### config.mk
export PLATFORM = sky130hd
export DESIGN_NAME = fifo_ofs_loader
export DESIGN_NICKNAME = d
export VERILOG_FILES = /design/src/rtl/fifo_ofs_loader.sv
export SDC_FILE = /design/constraint.sdc
export NUM_CORES = 1
export LEC_CHECK = 0
export BUFFER_PORTS_ARGS = -buffer_cell sky130_fd_sc_hd__buf_4
export CORE_ASPECT_RATIO = 0.5
export CORE_MARGIN = 4
export CORE_UTILIZATION = 43
export DETAILED_ROUTE_END_ITERATION = 12
export PLACE_DENSITY = 0.72
export REMOVE_ABC_BUFFERS = 1
export SYNTH_ARGS = -nofsm -noshare
export SYNTH_HDL_FRONTEND = slang
export SYNTH_SLANG_ARGS = --single-unit
### constraint.sdc
create_clock -name clk -period 2.74 [get_ports clk]
set_input_delay 0.411 -clock clk [delete_from_list [all_inputs] [get_ports clk]]
set_output_delay 0.411 -clock clk [all_outputs]
set_load 0.01 [all_outputs]
### src/rtl/fifo_ofs_loader.sv
module fifo_ofs_loader #(
  parameter int W       = 9,
  parameter int NREG    = 4,
  parameter logic [W-1:0] LO_DEFAULT = 9'h007,
  parameter logic [W-1:0] HI_DEFAULT = 9'h000
) (
  input  logic           clk,
  input  logic           rst_n,
  input  logic           load_n,
  input  logic           wr_en_n,
  input  logic           rd_en_n,
  input  logic [W-1:0]   wr_data,
  output logic [W-1:0]   rd_data,
  output logic           fifo_wr_req,
  output logic           fifo_rd_req,
  output logic [2*W-1:0] n_offset,
  output logic [2*W-1:0] m_offset
);

  localparam int SW = $clog2(NREG);

  logic [W-1:0]  ofs [NREG];
  logic [SW-1:0] sel;
  logic          cfg_wr, cfg_rd;

  assign cfg_wr      = !load_n && !wr_en_n;
  assign cfg_rd      = !load_n && !rd_en_n && wr_en_n;
  assign fifo_wr_req = load_n && !wr_en_n;
  assign fifo_rd_req = load_n && !rd_en_n;
  assign n_offset    = {ofs[1], ofs[0]};
  assign m_offset    = {ofs[3], ofs[2]};

  always_ff @(posedge clk or negedge rst_n) begin
    if (!rst_n) begin
      sel     <= '0;
      rd_data <= '0;
    end else if (cfg_wr || cfg_rd) begin
      sel <= sel + 1'b1;
      if (cfg_rd) rd_data <= ofs[sel];
    end
  end

  for (genvar i = 0; i < NREG; i++) begin : g_reg
    always_ff @(posedge clk or negedge rst_n) begin
      if (!rst_n)
        ofs[i] <= (i % 2 == 0) ? LO_DEFAULT : HI_DEFAULT;
      else if (cfg_wr && sel == SW'(i))
        ofs[i] <= wr_data;
    end
  end


  sel_hold_chk: assert property (@(posedge clk) disable iff (!rst_n)
    load_n |=> $stable(sel));


  ofs_hold_chk: assert property (@(posedge clk) disable iff (!rst_n)
    load_n |=> ($stable(n_offset) && $stable(m_offset)));


  rd_block_chk: assert property (@(posedge clk) disable iff (!rst_n)
    (!load_n && !wr_en_n) |=> $stable(rd_data));


  nop_chk: assert property (@(posedge clk) disable iff (!rst_n)
    (!load_n && wr_en_n && rd_en_n) |=> ($stable(sel) && $stable(rd_data) && $stable(n_offset) && $stable(m_offset)));


  always_comb if (rst_n && !load_n) no_leak_chk: assert (!fifo_wr_req && !fifo_rd_req);

endmodule

==> results_dict.tcl <==
set metrics [dict create \
    startpoint_type "flip-flop" \
    drtIter0Drc 26 \
    grt_pass1_wl_mm 7.251 \
    cts_sinks 47 \
    fin_crit_sh_pct 82.33 \
    crit_fanout 13 \
    ios 61 \
    fp-row-count 17 \
    cts_resized 0 \
    yosys.area.top_type_share_pct 48.81 \
    core_sq_mm 0.004552 \
    power_uw 3347 \
    yosys-top-cells-count "dfrtp_1 (41), mux2_2 (37), mux2_4 (9), mux4_2 (9), dfstp_2 (6)" \
    drt_first_pass_iters 4 \
    required_ps 2910 \
    place.gp.congestion 0.6864 \
    htree_num_levels 2 \
    place_inst 247 \
    r2r_cells 4 \
    skew_ps 8.415 \
    wire_per_inst_microns 17.15 \
    netlist_area_sq_mm 0.002102 \
    cp-endpoint "n_offset[15]" \
    path_clk_slew_ps 90 \
    p_leak_uw 0.001248 \
    hp-class "in2async" \
    place_worst_setup_slack_ps 492.1 \
    syn_area_per_cell_sq_um 16.95 \
    synth_edf_count 0 \
    post-route-min-period_ps 2256 \
    worst_slack_ps 484.1 \
    fp.dieW_microns 106.9 \
    cts_setup_buffers 0 \
    grt_util_met2_pct 25.67 \
    fmax_mhz 443.3 \
    finalHoldViolCount 0 \
    nNetsFinal 206 \
    cts_hold_buffers 0 \
    cap_violations 0 \
    yosys.area.top_type "dfrtp_1" \
    maxSlewHeadroom_pct 32.45 \
    cts_tree "done" \
    cpMaxStageDelayCell "nor3b_2" \
    setup.worst_path.start "sel[1]" \
    routed_wl_mm 4.374 \
    diodes 0 \
    worstPathCellList "inv_1 -> ha_1 -> nor3b_2 -> mux2_2" \
    synth_seq_area_share_pct 56.31 \
    reg2reg_to "n_offset[15]" \
    met3_usage_pct 4.746 \
    end_kind "flip-flop" \
    syn2layout_area_growth_pct 30.71 \
    crit_arrival_ps 2430 \
    slew_viol_final 0 \
    synth_cell_types 15 \
    cpPeakStageDelay_ps 810 \
    cpLargestDelayFamily "simple AND/OR/NAND/NOR gates" \
    cp_num_buf_inv 1 \
    rsz0062_at_grt "false" \
    yosys.cell_count.top_type "dfrtp_1" \
    dp_hpwl_mm 3.161 \
    async_flop_share_pct 100.0 \
    grt_util_all_layers_pct 15.25 \
    grt_most_used_layer "met2" \
    fin_cells 255 \
    r2r-start "sel[1]" \
    vias 1279 \
    cts_buffers 5 \
    portBuffers 60 \
    grt_pass1_vias 1379 \
    status "complete, no violations" \
    clk_latency_ps 290 \
    cts_buffer_depth 2 \
    antenna_found_initial 0 \
    ctsRootBufferMaster "clkbuf_8" \
    rrSetupSlack_ps 480 \
    power.density_mw_per_mm2 1218 \
    ys_seq_elements 47 \
    drive_gt1_share_pct 72.49 \
    vias_per_cell 5.016 \
    finalSetupViolations 0 \
    grt_overflow 0 \
    die-area_sq_mm 0.006139 \
    grt_max_degree 48 \
    start_util_pct 46.18 \
    synthTopCellsByArea "dfrtp_1 (49%), mux2_2 (20%), mux4_2 (9.6%)" \
    route.antenna.remaining_nets 0 \
    grtUsageMet1_pct 19.91 \
    cp.depth 4 \
    worst-setup-path-type "reg2reg" \
    place_area_sq_mm 0.002648 \
    yosysWarnings 0 \
    tightest_slew_ps 1009 \
    synth_cells 124 \
    die_height_microns 57.44 \
    ir_drop_v 0.0004526 \
    drc 0 \
    tns_ps 0 \
    ys.flop_type "dfrtp_1" \
    design_area_sq_mm 0.002748 \
]
-- sequential cells by signal, indices dropped and copies added, names as in the netlist --
| signal | count |
|---|---|
| m_offset | 18 |
| rd_data | 9 |
| sel | 2 |
| n_offset | 18 |
-- through the flow --
step,utilization [%],hold slack (ps)
detailed placement,58.16,454.7
global placement,58.16,450.9
finish,60.36,130.4
global route,60.36,162.1
CTS,60.36,140.3
floorplan,-,115.4
-- cells in the final DEF, fill, tap and decap left out --
master / instances
a21oi_1: 1
buf_4: 64
clkbuf_1: 1
clkbuf_8: 7
dfrtp_1: 41
dfstp_2: 6
ha_1: 4
inv_1: 2
mux2_2: 37
mux2_4: 9
mux4_2: 9
nor2b_1: 2
nor3b_2: 5
xnor2_1: 1
-- power by group --
| group | switching, uW | total, uW | internal [uW] | leakage (uW) |
|---|---|---|---|---|
| Sequential | 302 | 1380 | 1080 | 0.000556 |
| Clock | 215 | 446 | 230 | 0.0000515 |
| Combinational | 531 | 1520 | 991 | 0.000641 |
| Total | 1050 | 3350 | 2300 | 0.00125 |
-- final cells by class --
cell class | instances | area (sq um)
Tap cell | 66 | 82.58
Inverter | 2 | 7.507
Clock buffer | 8 | 100.1
Timing Repair Buffer | 64 | 480.5
Sequential cell | 47 | 1184
Multi-Input combinational cell | 68 | 893.4
Fill cell | 369 | 1804
-- how the worst min path moves through the flow --
stage / from / endpoint / slack (ps) / cells after the start
after detailed placement: rst_n / m_offset[5] / 450 / 1
after global placement: rst_n / n_offset[14] / 450 / 1
after CTS: rst_n / n_offset[4] / 140 / 1
after global routing: rst_n / rd_data[5] / 160 / 1
after floorplan: rst_n / m_offset[10] / 120 / 0
final: rst_n / n_offset[15] / 130 / 1
-- kinds of logic (layout without fill, tap and decap cells) --
family,count (synthesis),after routing,synth area share [%]
AO/OA/AOI/OAI,1,1,0.2379
buffers and inverters,9,74,2.381
multiplexers,55,55,35.89
AND/OR/NAND/NOR,7,7,2.381
flip-flops,47,47,56.31
adder cells (fa/ha/maj),4,4,2.381
XOR/XNOR,1,1,0.4167
-- metal layers --
metal | vias up | wire length (microns)
li1 | 584 | -
met1 | 657 | 1880
met2 | 36 | 2201
met3 | 2 | 264
met4 | 0 | 27
met5 | - | 0
Note: power is estimated with default switching activity, not from simulation.
